==> config.mk <==
export PLATFORM = sky130hd
export DESIGN_NAME = kwdt_top
export DESIGN_NICKNAME = d
export VERILOG_FILES = /design/src/rtl/kwdt_pkg.sv /design/src/rtl/kwdt_keyseq.sv /design/src/rtl/kwdt_cfg.sv /design/src/rtl/kwdt_cnt.sv /design/src/rtl/kwdt_top.sv
export SDC_FILE = /design/constraint.sdc
export NUM_CORES = 1
export LEC_CHECK = 0
export ABC_AREA = 1
export BUFFER_PORTS_ARGS = -buffer_cell sky130_fd_sc_hd__buf_2
export CELL_PAD_IN_SITES_DETAIL_PLACEMENT = 1
export CELL_PAD_IN_SITES_GLOBAL_PLACEMENT = 1
export CORE_MARGIN = 2
export CORE_UTILIZATION = 35
export DETAILED_ROUTE_END_ITERATION = 8
export PLACE_DENSITY_LB_ADDON = 0.1
export RECOVER_POWER = 25
export SLEW_MARGIN = 5
export SYNTH_ARGS = -nofsm -noshare
export SYNTH_HDL_FRONTEND = slang
export SYNTH_SLANG_ARGS = --single-unit
==> constraint.sdc <==
create_clock -name clk -period 1.8 [get_ports clk]
set_input_delay 0.18 -clock clk [delete_from_list [all_inputs] [get_ports clk]]
set_output_delay 0.18 -clock clk [all_outputs]
set_load 0.03 [all_outputs]
==> src/rtl/kwdt_pkg.sv <==
`timescale 1ns/1ps
package kwdt_pkg;

  // full-word command keys
  localparam logic [31:0] KEY32_OPEN  = 32'hD928_C520;
  localparam logic [31:0] KEY32_KICK  = 32'hB480_A602;
  // half-word command keys: first then second
  localparam logic [15:0] KEY16_OPEN_A = 16'hC520;
  localparam logic [15:0] KEY16_OPEN_B = 16'hD928;
  localparam logic [15:0] KEY16_KICK_A = 16'hA602;
  localparam logic [15:0] KEY16_KICK_B = 16'hB480;

  // control word bit positions
  localparam int CB_WIDE   = 13;
  localparam int CB_OPEN   = 11;
  localparam int CB_DONE   = 10;
  localparam int CB_SRC    = 8;
  localparam int CB_RUN    = 7;
  localparam int CB_PERMIT = 5;

  // register word index (byte address bits [3:2])
  localparam logic [1:0] IDX_CTRL  = 2'd0;
  localparam logic [1:0] IDX_CMD   = 2'd1;
  localparam logic [1:0] IDX_LIMIT = 2'd2;

  typedef struct packed {
    logic wide;    // 32-bit key mode
    logic src;     // stored clock-source select bit
    logic run;     // timer enable
    logic permit;  // further updates allowed
  } ctrl_t;

  typedef enum logic [1:0] {
    KS_IDLE,
    KS_OPEN_HALF,
    KS_KICK_HALF
  } kseq_e;

endpackage

==> src/rtl/kwdt_keyseq.sv <==
`timescale 1ns/1ps
module kwdt_keyseq
  import kwdt_pkg::*;
#(
  parameter int DATA_W = 32
) (
  input  logic              clk,
  input  logic              rst,
  input  logic              cmd_wr,
  input  logic              other_wr,
  input  logic              wide,
  input  logic [DATA_W-1:0] wdata,
  output logic              open_hit,
  output logic              kick_hit,
  output logic              bad_key
);

  localparam int HI_W = DATA_W - 16;

  kseq_e state_q, state_d;
  logic  hi_zero;
  logic [15:0] lo;

  assign hi_zero = (wdata[DATA_W-1:16] == {HI_W{1'b0}});
  assign lo      = wdata[15:0];

  always_comb begin
    state_d  = state_q;
    open_hit = 1'b0;
    kick_hit = 1'b0;
    bad_key  = 1'b0;
    if (cmd_wr) begin
      state_d = KS_IDLE;
      if (wide) begin
        if (wdata == DATA_W'(KEY32_OPEN))      open_hit = 1'b1;
        else if (wdata == DATA_W'(KEY32_KICK)) kick_hit = 1'b1;
        else                                   bad_key  = 1'b1;
      end else begin
        if (state_q == KS_OPEN_HALF && hi_zero && lo == KEY16_OPEN_B)
          open_hit = 1'b1;
        else if (state_q == KS_KICK_HALF && hi_zero && lo == KEY16_KICK_B)
          kick_hit = 1'b1;
        else if (hi_zero && lo == KEY16_OPEN_A)
          state_d = KS_OPEN_HALF;
        else if (hi_zero && lo == KEY16_KICK_A)
          state_d = KS_KICK_HALF;
        else
          bad_key = 1'b1;
      end
    end else if (other_wr) begin
      state_d = KS_IDLE;
    end
  end

  always_ff @(posedge clk) begin
    if (rst) state_q <= KS_IDLE;
    else     state_q <= state_d;
  end

endmodule

==> src/rtl/kwdt_cfg.sv <==
`timescale 1ns/1ps
module kwdt_cfg
  import kwdt_pkg::*;
#(
  parameter int CNT_W       = 16,
  parameter int WIN_LEN     = 128,
  parameter int DEF_TIMEOUT = 1000
) (
  input  logic             clk,
  input  logic             rst,
  input  logic             open_hit,
  input  logic             ctrl_wr,
  input  logic             limit_wr,
  input  ctrl_t            ctrl_in,
  input  logic [CNT_W-1:0] limit_in,
  output ctrl_t            ctrl_q,
  output logic             unlocked,
  output logic             done,
  output logic [CNT_W-1:0] limit_q
);

  localparam int WIN_W = (WIN_LEN > 1) ? $clog2(WIN_LEN) : 1;

  logic [WIN_W-1:0] win_q;
  logic ctrl_acc, limit_acc, open_acc;

  assign ctrl_acc  = ctrl_wr && unlocked;
  assign limit_acc = limit_wr && unlocked;
  assign open_acc  = open_hit && ctrl_q.permit;

  always_ff @(posedge clk) begin
    if (rst) begin
      ctrl_q   <= '{wide: 1'b0, src: 1'b0, run: 1'b0, permit: 1'b1};
      unlocked <= 1'b0;
      done     <= 1'b0;
      win_q    <= '0;
    end else begin
      if (ctrl_acc) begin
        ctrl_q   <= ctrl_in;
        done     <= 1'b1;
        unlocked <= 1'b0;
      end else if (open_acc) begin
        unlocked <= 1'b1;
        done     <= 1'b0;
        win_q    <= WIN_W'(WIN_LEN - 1);
      end else if (unlocked) begin
        if (win_q == '0) unlocked <= 1'b0;
        else             win_q    <= win_q - 1'b1;
      end
    end
  end

  always_ff @(posedge clk) begin
    if (rst)            limit_q <= CNT_W'(DEF_TIMEOUT);
    else if (limit_acc) limit_q <= limit_in;
  end

endmodule

==> src/rtl/kwdt_cnt.sv <==
`timescale 1ns/1ps
module kwdt_cnt #(
  parameter int CNT_W = 16
) (
  input  logic             clk,
  input  logic             rst,
  input  logic             run,
  input  logic             tick_en,
  input  logic             kick,
  input  logic             bad_key,
  input  logic [CNT_W-1:0] limit,
  output logic [CNT_W-1:0] cnt_q,
  output logic             wdog_rst
);

  logic at_limit;
  assign at_limit = (cnt_q == limit);

  always_ff @(posedge clk) begin
    if (rst) begin
      cnt_q <= '0;
    end else if (!run || kick) begin
      cnt_q <= '0;
    end else if (tick_en && cnt_q != {CNT_W{1'b1}}) begin
      cnt_q <= cnt_q + 1'b1;
    end
  end

  always_ff @(posedge clk) begin
    if (rst)                              wdog_rst <= 1'b0;
    else if (run && (at_limit || bad_key)) wdog_rst <= 1'b1;
  end

endmodule

==> src/rtl/kwdt_top.sv <==
`timescale 1ns/1ps
module kwdt_top
  import kwdt_pkg::*;
#(
  parameter int ADDR_W      = 4,
  parameter int DATA_W      = 32,
  parameter int CNT_W       = 16,
  parameter int WIN_LEN     = 128,
  parameter int DEF_TIMEOUT = 1000
) (
  input  logic              clk,
  input  logic              rst,
  input  logic              tick_en,
  input  logic [ADDR_W-1:0] bus_addr,
  input  logic              bus_wr,
  input  logic [DATA_W-1:0] bus_wdata,
  output logic [DATA_W-1:0] bus_rdata,
  output logic              wdog_rst
);

  logic [1:0]       reg_idx;
  logic             addr_hi_ok, addr_ok;
  logic             ctrl_wr, cmd_wr, limit_wr, other_wr;
  logic             open_hit, kick_hit, bad_key;
  ctrl_t            ctrl_q, ctrl_in;
  logic             unlocked, done;
  logic [CNT_W-1:0] limit_q, cnt_q;
  logic [DATA_W-1:0] ctrl_word;

  generate
    if (ADDR_W > 4) begin : g_hi
      assign addr_hi_ok = (bus_addr[ADDR_W-1:4] == '0);
    end else begin : g_nohi
      assign addr_hi_ok = 1'b1;
    end
  endgenerate

  assign reg_idx  = bus_addr[3:2];
  assign addr_ok  = addr_hi_ok && (bus_addr[1:0] == 2'b00);
  assign ctrl_wr  = bus_wr && addr_ok && (reg_idx == IDX_CTRL);
  assign cmd_wr   = bus_wr && addr_ok && (reg_idx == IDX_CMD);
  assign limit_wr = bus_wr && addr_ok && (reg_idx == IDX_LIMIT);
  assign other_wr = bus_wr && !cmd_wr;

  assign ctrl_in.wide   = bus_wdata[CB_WIDE];
  assign ctrl_in.src    = bus_wdata[CB_SRC];
  assign ctrl_in.run    = bus_wdata[CB_RUN];
  assign ctrl_in.permit = bus_wdata[CB_PERMIT];

  kwdt_keyseq #(.DATA_W(DATA_W)) u_keyseq (
    .clk      (clk),
    .rst      (rst),
    .cmd_wr   (cmd_wr),
    .other_wr (other_wr),
    .wide     (ctrl_q.wide),
    .wdata    (bus_wdata),
    .open_hit (open_hit),
    .kick_hit (kick_hit),
    .bad_key  (bad_key)
  );

  kwdt_cfg #(
    .CNT_W       (CNT_W),
    .WIN_LEN     (WIN_LEN),
    .DEF_TIMEOUT (DEF_TIMEOUT)
  ) u_cfg (
    .clk      (clk),
    .rst      (rst),
    .open_hit (open_hit),
    .ctrl_wr  (ctrl_wr),
    .limit_wr (limit_wr),
    .ctrl_in  (ctrl_in),
    .limit_in (bus_wdata[CNT_W-1:0]),
    .ctrl_q   (ctrl_q),
    .unlocked (unlocked),
    .done     (done),
    .limit_q  (limit_q)
  );

  kwdt_cnt #(.CNT_W(CNT_W)) u_cnt (
    .clk      (clk),
    .rst      (rst),
    .run      (ctrl_q.run),
    .tick_en  (tick_en),
    .kick     (kick_hit),
    .bad_key  (bad_key),
    .limit    (limit_q),
    .cnt_q    (cnt_q),
    .wdog_rst (wdog_rst)
  );

  always_comb begin
    ctrl_word            = '0;
    ctrl_word[CB_WIDE]   = ctrl_q.wide;
    ctrl_word[CB_OPEN]   = unlocked;
    ctrl_word[CB_DONE]   = done;
    ctrl_word[CB_SRC]    = ctrl_q.src;
    ctrl_word[CB_RUN]    = ctrl_q.run;
    ctrl_word[CB_PERMIT] = ctrl_q.permit;
  end

  always_ff @(posedge clk) begin
    if (rst) begin
      bus_rdata <= '0;
    end else if (!addr_ok) begin
      bus_rdata <= '0;
    end else begin
      case (reg_idx)
        IDX_CTRL:  bus_rdata <= ctrl_word;
        IDX_CMD:   bus_rdata <= DATA_W'(cnt_q);
        IDX_LIMIT: bus_rdata <= DATA_W'(limit_q);
        default:   bus_rdata <= '0;
      endcase
    end
  end

endmodule

==> results of run 1 <==
==> through the flow <==
step                      hold WS (ns)  util (%)  worst slack [ns]
after CTS                       0.0685      41.5            0.0530
after floorplan                  0.280         -            0.0882
after global placement           0.436      39.8             0.130
after detailed placement         0.449      39.8           0.00562
final                           0.0836      41.6             0.144
after global routing            0.0923      41.6           0.00128
==> cell usage after synthesis, types with 2 or more instances <==
| library cell | n |
|---|---|
| a21oi_1 | 41 |
| buf_2 | 3 |
| buf_4 | 16 |
| buf_6 | 2 |
| clkbuf_1 | 6 |
| dfxtp_1 | 64 |
| ha_1 | 3 |
| inv_1 | 96 |
| inv_2 | 4 |
| nand2_1 | 117 |
| nand2_2 | 5 |
| nand3_1 | 24 |
| nand4_1 | 19 |
| nor2_1 | 105 |
| nor3_1 | 14 |
| nor3_4 | 2 |
| o21ai_0 | 30 |
| o221ai_1 | 3 |
| o22ai_1 | 2 |
| xnor2_1 | 10 |
| xor2_1 | 19 |
==> layer usage <==
layer / wire length, um / part of all wire (%) / GRT usage, % / up-vias
li1: - / - / - / 1964
met1: 5130 / 45 / 24.6 / 1776
met2: 5740 / 50 / 37.0 / 64
met3: 384 / 3.4 / 3.86 / 15
met4: 167 / 1.5 / 7.23 / 0
met5: 0 / 0 / 0 / -
==> power by group through the flow <==
stage | Sequential [mW] | Combinational [mW] | Clock (mW)
CTS | 1.42 | 0.264 | 1.28
detailed placement | 1.45 | 0.263 | 0
finish | 1.42 | 0.264 | 1.24
global route | 1.42 | 0.294 | 1.36
floorplan | 1.46 | 0.176 | 0
global placement | 1.45 | 0.259 | 0
==> critical path, delay by kind of cell (launching register included) <==
| kind | cells | cell delay, ns |
|---|---|---|
| XOR/XNOR | 1 | 0.16 |
| AND/OR/NAND/NOR | 7 | 0.82 |
| buffers and inverters | 1 | 0.06 |
| adder cells (fa/ha/maj) | 1 | 0.16 |
| flip-flops | 1 | 0.37 |
==> final timing paths <==
check / slack (ns) / endpoint / from
worst max-delay path: 0.14 / u_cnt.cnt_q[6] / u_cnt.cnt_q[1]
worst min register to register: 0.46 / u_cnt.wdog_rst / u_cnt.wdog_rst
worst max register to register: 0.14 / u_cnt.cnt_q[6] / u_cnt.cnt_q[1]
worst min-delay path: 0.08 / u_cfg.limit_q[14] / bus_wdata[14]
==> flip-flops by register name, summed over array words and instances, names as in the netlist <==
name / count
bus_rdata: 16
u_keyseq.state_q: 2
u_cfg.unlocked: 1
u_cnt.wdog_rst: 1
u_cfg.done: 1
u_cfg.ctrl_q: 4
u_cfg.limit_q: 16
u_cfg.win_q: 7
u_cnt.cnt_q: 16
==> area by class of cell <==
type                            count  area, sq um  area share [%]
Clock buffer                       11          141            3.17
Sequential cell                    64         1290            28.8
Tap cell                          140          175            3.92
Multi-Input combinational cell    418         2040            45.7
Timing Repair Buffer               72          398            8.91
Inverter                          101          379            8.49
Clock inverter                      4         45.0            1.01
==> repair_timing <==
item | in CTS | in global routing
hold endpoints to repair | 0 | 0
resized for setup | 1 | 7
pin swaps | 0 | 3
setup endpoints to repair | 2 | 15
==> cells by family after synthesis <==
group	share of synthesized area, %
AOI/OAI and AO/OA	10.5
DFF	33.6
xor gates and xnor gates	6.66
other	0.0984
and+or+nand+nor	33.3
adders and majority gates	0.985
buffers and inverters	14.8
==> results.toml, run 1 <==
[drt]
drc = 0
drt_iter0_markers = 127
first_pass_iters = 4
drt-wirelength-per-cell_um = 14.1
via_count = 3819
wirelength_um = 11400
ant_nets = 0
viasPerCell = 4.71

[layout]
n_fill_cell = 1484
nets = 709
antenna_cells = 0
most-common-layout-cells = "nand2_1, nor2_1, inv_1"
stdcell_area_sq_mm = 0.00447
final_common_cell = "nand2_1"
drive_above_1_share_pct = 14.5
syn_to_final_growth_pct = 17.2
fin_cells = 810

[global_routing]
grt_max_degree = 33
first_global_vias = 3906
antenna_found_initial = 0
grt_pass1_wl_um = 18500
overflow = 0
grt.total_usage_pct = 20.6

[setup_path]
worstSetupPathType = "register to register"
path_cells = "ha_1 -> nand2_1 -> nor3_4 -> nand4_2 -> nand2_2 -> nand2_8 -> nand2_1 -> xor2_1 -> inv_1 -> nor2_2"
critPathLaunchType = "register"
cp.required_ns = 2.09
worst_r2r_path_depth = 10
cp_data_arrival_time_ns = 1.94
max_stage_delay_ns = 0.37
cp_max_fo = 24
setup.worst_path.end_class = "register"
cp_slowest_cell = "dfxtp_4"
cp_common_cell = "nand2_1"

[min_path]
hold_class = "input pin to register"
holdPathStages = 3

[cts]
cts_buffer_depth = 2
cts_tree = "built"
cts_root_buf = "clkbuf_8"
clock_sinks = 64
htreeDepth = 3
numCtsBuffers = 9
clk_pin_slew_ns = 0.07
cts_setup_buffers = 0
clk_latency_ns = 0.35
cts_hold_buffers = 0

[yosys]
synth_warnings = 0
synthCells = 596
syn_area_sq_mm = 0.00381
syn_area_per_cell_sq_um = 6.39
synthArstFlopShare_pct = 0
synth_cell_types = 32
synthFlopType = "dfxtp_1"
seq_area_frac_synth_pct = 33.6
synth_top_area_share_pct = 33.6
synth_area_leaders = "dfxtp_1, nand2_1, nor2_1, inv_1, a21oi_1"
ys_ff_latch = 64
synth-edff-count = 0
synth_area_leader_cell = "dfxtp_1"

[floorplan]
fp.coreArea_sq_mm = 0.0107
initial_utilization_pct = 35.5
die_y_um = 108
die_area_sq_mm = 0.0117
rows = 38
io_pins = 73
dieWidth_um = 108

[pwr]
pwr-share-seq_pct = 48.5
p_clk_share_pct = 42.5
p_total_mw = 2.92
vdd_drop_max_v = 0.000360
p_sw_mw = 0.771
intPower_mw = 2.15
combPwrFrac_pct = 9.0
swShare_pct = 26.4
total_leakage_power_nw = 2.04
power_density_mw_per_mm2 = 654

[placement]
dp_cells = 795
hpwlAfterDp_um = 9180
place_area_sq_mm = 0.00427
gp_congestion = 0.883
io_buffers = 56

[timing]
fmax_mhz = 604
slew_headroom_pct = 58.9
rsz0062_at_grt = "no"
min_period_ns = 1.66
setup_violations = 0
skew_ns = 0.00851
hold_viol = 0
tns_ns = 0
worstMarginPinSlew_ns = 0.616
drv_slew = 0
fin_crit_sh_pct = 92.0

[outcome]
status = "finished clean"

[run]
cap_violations = 0
No activity file was read; power rests on OpenSTA's default activity.
==> run 2, diff against run 1 <==
Settings changed: CTS_BUF_LIST set to sky130_fd_sc_hd__clkbuf_16.
==> results.toml, run 2 (synthesis results as in run 1) <==
[outcome]
status = "finished clean"

[run]
cap_violations = 0

[cts]
clk_pin_slew_ns = 0.05
numCtsBuffers = 9
cts_buffer_depth = 2
cts_tree = "built"
clock_sinks = 64
cts_root_buf = "clkbuf_16"
htreeDepth = 3
cts_setup_buffers = 0
clk_latency_ns = 0.34

[global_routing]
grt_max_degree = 33
grt.total_usage_pct = 20.9
antenna_found_initial = 0
overflow = 0
grt_pass1_wl_um = 18600
first_global_vias = 3939

[layout]
stdcell_area_sq_mm = 0.00455
top_regs = "bus_rdata (16), u_cfg.limit_q (16), u_cnt.cnt_q (16)"
antenna_cells = 0
final_common_cell = "nand2_1"
fin_cells = 811
drive_above_1_share_pct = 12.8
most-common-layout-cells = "nand2_1, nor2_1, inv_1"
final_core_util_pct = 42.4
nets = 710
syn_to_final_growth_pct = 19.5

[drt]
drt-wirelength-per-cell_um = 14.3
via_count = 3874
first_pass_iters = 4
ant_nets = 0
drc = 0
viasPerCell = 4.78
wirelength_um = 11600
drt_iter0_markers = 146

[placement]
place_area_sq_mm = 0.00427
hpwlAfterDp_um = 9180
dp_cells = 795
pre_cts_ws_ns = 0.00562
gp_congestion = 0.883
io_buffers = 56

[timing]
worstMarginPinSlew_ns = 0.621
hold_viol = 0
skew_ns = 0.00583
slew_headroom_pct = 58.6
fin_crit_sh_pct = 92.3
setup_violations = 0
tns_ns = 0
drv_slew = 0
rsz0062_at_grt = "no"
fmax_mhz = 602
fin_ws_ns = 0.139
whs_ns = 0.101
min_period_ns = 1.66

[setup_path]
cp_slowest_cell = "dfxtp_2"
cp.required_ns = 2.07
cp_data_arrival_time_ns = 1.93
cp_common_cell = "nand2_4"
setup.worst_path.end_class = "register"
critPathBufInv = 1
cp_num_cells = 9
critPathLaunchType = "register"
worstSetupPathType = "register to register"
path_cells = "ha_1 -> nand2_1 -> nor3_4 -> nand4_2 -> nand2_4 -> nand2_4 -> o21ai_0 -> inv_1 -> nor2_1"
cp_max_fo = 12
max_stage_delay_ns = 0.37
worst_r2r_path_depth = 9
critPathTopFamily = "simple AND/OR/NAND/NOR gates"

[pwr]
p_total_mw = 3.37
total_leakage_power_nw = 2.05
power_density_mw_per_mm2 = 741
vdd_drop_max_v = 0.000578

[floorplan]
rows = 38
fp.coreArea_sq_mm = 0.0107
die_y_um = 108
die_area_sq_mm = 0.0117
io_pins = 73
dieWidth_um = 108
initial_utilization_pct = 35.5

[min_path]
hold_class = "input pin to register"
holdPathStages = 3
-- run 2: cell types whose count changed in the layout (fill, tap and decap cells not counted), sizes merged --
cell	change
buf	-9
nand2	+1
inv	+1
clkbuf	+7
clkinv	+1
-- run 2: worst paths after layout --
check | slack [ns] | from | to
worst max-delay path | 0.14 | u_cnt.cnt_q[1] | u_cnt.cnt_q[13]
worst min-delay path | 0.10 | bus_wdata[14] | u_cfg.limit_q[14]
worst max register to register | 0.14 | u_cnt.cnt_q[1] | u_cnt.cnt_q[13]
worst min register to register | 0.46 | u_cnt.wdog_rst | u_cnt.wdog_rst
-- run 2: report_power, final --
group / total, mW / internal, mW / switching (mW)
Sequential: 1.42 / 1.42 / 0.000545
Combinational: 0.269 / 0.0719 / 0.197
Clock: 1.69 / 1.05 / 0.640
-- run 2: worst reg2reg max path: stages (launching register included) --
cell	delay, ns
dfxtp_2	0.37
ha_1	0.18
nand2_1	0.11
nor3_4	0.17
nand4_2	0.15
nand2_4	0.15
nand2_4	0.12
o21ai_0	0.20
inv_1	0.06
nor2_1	0.09
-- run 2: layer usage --
metal / track usage [%] / up-vias / part of all wire [%]
li1: - / 1968 / -
met1: 24.7 / 1824 / 45
met2: 37.4 / 65 / 50
met3: 3.86 / 17 / 3.2
met4: 7.78 / 0 / 1.7
met5: 0 / - / 0
-- run 2: area by class of cell --
cell class                      instances  area, sq um
Clock buffer                            9          225
Clock inverter                          6         52.6
Fill cell                            1470         6190
Inverter                              101          379
Multi-Input combinational cell        419         2060
Sequential cell                        64         1280
Tap cell                              140          175
Timing Repair Buffer                   72          384
-- run 2: timing repair --
action | in CTS | in global routing
endpoints found under the setup margin | 1 | 15
pin swaps | 0 | 3
cloned | 0 | 1
gates resized for setup | 1 | 5
hold buffers | 0 | 0
==> run 3, diff against run 2 <==
Settings changed: ABC_AREA 1 to 0, CORE_UTILIZATION 35 to 36, SLEW_MARGIN 5 to unset.
==> results.toml, run 3 <==
[setup_path]
worst_r2r_path_depth = 5
ff2ff_setup_slack_ns = 0.13
critPathLaunch = "bus_wdata[2]"
setup.worst_path.end_class = "register"
cp_data_arrival_time_ns = 1.89
cp_max_fo = 16
timing.rr.start = "u_cnt.cnt_q[13]"
worstSetupPathType = "input pin to register"
critPathLaunchType = "input pin"
cp.required_ns = 2.01

[floorplan]
io_pins = 73
rows = 35
die_y_um = 102
die_area_sq_mm = 0.0104
fp.coreArea_sq_mm = 0.00928
dieWidth_um = 102
initial_utilization_pct = 37.4

[yosys]
synthFlopType = "dfxtp_1"
synthCells = 416
synth_warnings = 0
synth_area_leader_cell = "dfxtp_1"
synth_cell_types = 55
syn_area_sq_mm = 0.00347
syn_area_per_cell_sq_um = 8.34
synth_top_area_share_pct = 36.9
synthMostInstantiatedCell = "dfxtp_1"
synth_area_leaders = "dfxtp_1, nand2_1, xor2_1, a21oi_1, nor2_1"
synthArstFlopShare_pct = 0
synthTopCellsByCount = "dfxtp_1, nand2_1, nor2_1"
ys_ff_latch = 64
synth-edff-count = 0
seq_area_frac_synth_pct = 36.9

[pwr]
power_density_mw_per_mm2 = 781
total_leakage_power_nw = 1.93
p_total_mw = 3.68
vdd_drop_max_v = 0.000386

[timing]
rsz0062_at_grt = "no"
tns_ns = 0
setup_violations = 0
skew_ns = 0.00470
min_period_ns = 1.68
fin_crit_sh_pct = 93.4
worstMarginPinSlew_ns = 0.622
slew_headroom_pct = 58.5
fmax_mhz = 595
drv_slew = 0
hold_viol = 0

[placement]
place_area_sq_mm = 0.00430
hpwlAfterDp_um = 8590
gp_congestion = 0.859
io_buffers = 56

[layout]
n_fill_cell = 1144
stdcell_area_sq_mm = 0.00471
drive_above_1_share_pct = 31.1
top_regs = "bus_rdata (16), u_cfg.limit_q (16), u_cnt.cnt_q (16)"
syn_to_final_growth_pct = 35.9
most-common-layout-cells = "buf_4, dfxtp_1, buf_2"
nets = 575
final_common_cell = "buf_4"
final_core_util_pct = 50.8
antenna_cells = 0

[cts]
cts_root_buf = "clkbuf_16"
cts_tree = "built"
clk_latency_ns = 0.33
clock_sinks = 64
numCtsBuffers = 9
clk_pin_slew_ns = 0.05
htreeDepth = 3
cts_buffer_depth = 2
cts_setup_buffers = 0

[global_routing]
use_met3_pct = 3.90
first_global_vias = 3567
use_met1_pct = 27.1
grt.total_usage_pct = 22.6
overflow = 0
grt_util_met2_pct = 40.0
grt_max_degree = 20
antenna_found_initial = 0
busiest_layer = "met2"
grt_pass1_wl_um = 18000

[min_path]
hp-start = "bus_wdata[3]"
hold_class = "input pin to register"
holdPathStages = 3

[outcome]
status = "finished clean"

[drt]
drc = 0
first_pass_iters = 4
viasPerCell = 5.17
via_count = 3446
ant_nets = 0
drt_iter0_markers = 64
wirelength_um = 11100
drt-wirelength-per-cell_um = 16.7

[run]
cap_violations = 0
-- run 3: cell types whose count changed after synthesis, moves of 6 or more --
| cell | previous run | this run |
|---|---|---|
| inv_1 | 96 | 6 |
| o21ai_0 | 30 | 1 |
| nand3b_1 | 0 | 9 |
| and3_1 | 0 | 10 |
| nor2_1 | 105 | 38 |
| nand2_1 | 117 | 46 |
| a21oi_1 | 41 | 29 |
| clkbuf_1 | 6 | 12 |
| nand3_1 | 24 | 13 |
| nor4_1 | 1 | 15 |
| nor3_1 | 14 | 22 |
| a22oi_1 | 0 | 10 |
| mux2i_1 | 0 | 11 |
-- run 3: cells by family after synthesis --
family / count (synthesis) / share of synthesized area, %
compound gates: 55 / 9.85
xor+xnor: 31 / 7.83
fa+ha+maj: 3 / 1.08
buf+inv: 45 / 8.08
flops: 64 / 36.9
mux: 12 / 3.50
other cells: 1 / 0.108
simple gates: 205 / 32.6
-- run 3: cell type report --
| cell class | count | area [sq um] | share of cell area (%) |
|---|---|---|---|
| clock buffer | 9 | 225 | 4.78 |
| clock inverter | 7 | 110 | 2.34 |
| inverter | 6 | 22.5 | 0.478 |
| multi-input combinational | 322 | 2080 | 44.1 |
| sequential | 64 | 1290 | 27.3 |
| tap | 129 | 161 | 3.43 |
| timing repair buffer | 129 | 827 | 17.6 |
-- run 3: where the power goes --
| part | switching (mW) | internal, mW | leakage (nW) |
|---|---|---|---|
| Sequential | 0.000536 | 1.42 | 0.518 |
| Combinational | 0.157 | 0.100 | 1.26 |
| Clock | 0.667 | 1.34 | 0.161 |
| Total | 0.824 | 2.86 | 1.93 |
-- run 3: repair_timing --
action | CTS | global route
pin swaps | 0 | 1
gates resized for setup | 1 | 21
hold buffers | 0 | 0
gates cloned | 0 | 0
setup endpoints to repair | 1 | 31
-- run 3: critical path, cell delays in order --
cell      delay (ns)
buf_2           0.11
or4b_4          0.58
nor3_2          0.29
nand4_1         0.20
a211oi_4        0.29
buf_12          0.18
nor3_1          0.06
-- run 3: metrics by stage --
stage          hold slack, ns  setup slack, ns  std cells
3_5_place_dp            0.438           -0.311        650
4_1_cts                0.0937         0.000295        666
5_1_grt                 0.137           0.0126        666
3_3_place_gp            0.438           -0.163        650
2_1_floorplan           0.301          -0.0917        431
6_report                0.104            0.119        666
-- run 3: layer usage --
layer / wire length [um] / up-vias
met5: 0 / -
met4: 251 / 0
met3: 387 / 21
met2: 5600 / 74
met1: 4890 / 1658
li1: - / 1693
-- run 3: final timing paths --
check / to
max reg2reg: u_cnt.cnt_q[8]
min: u_cfg.limit_q[3]
max: u_cnt.cnt_q[4]
min reg2reg: u_cfg.limit_q[4]
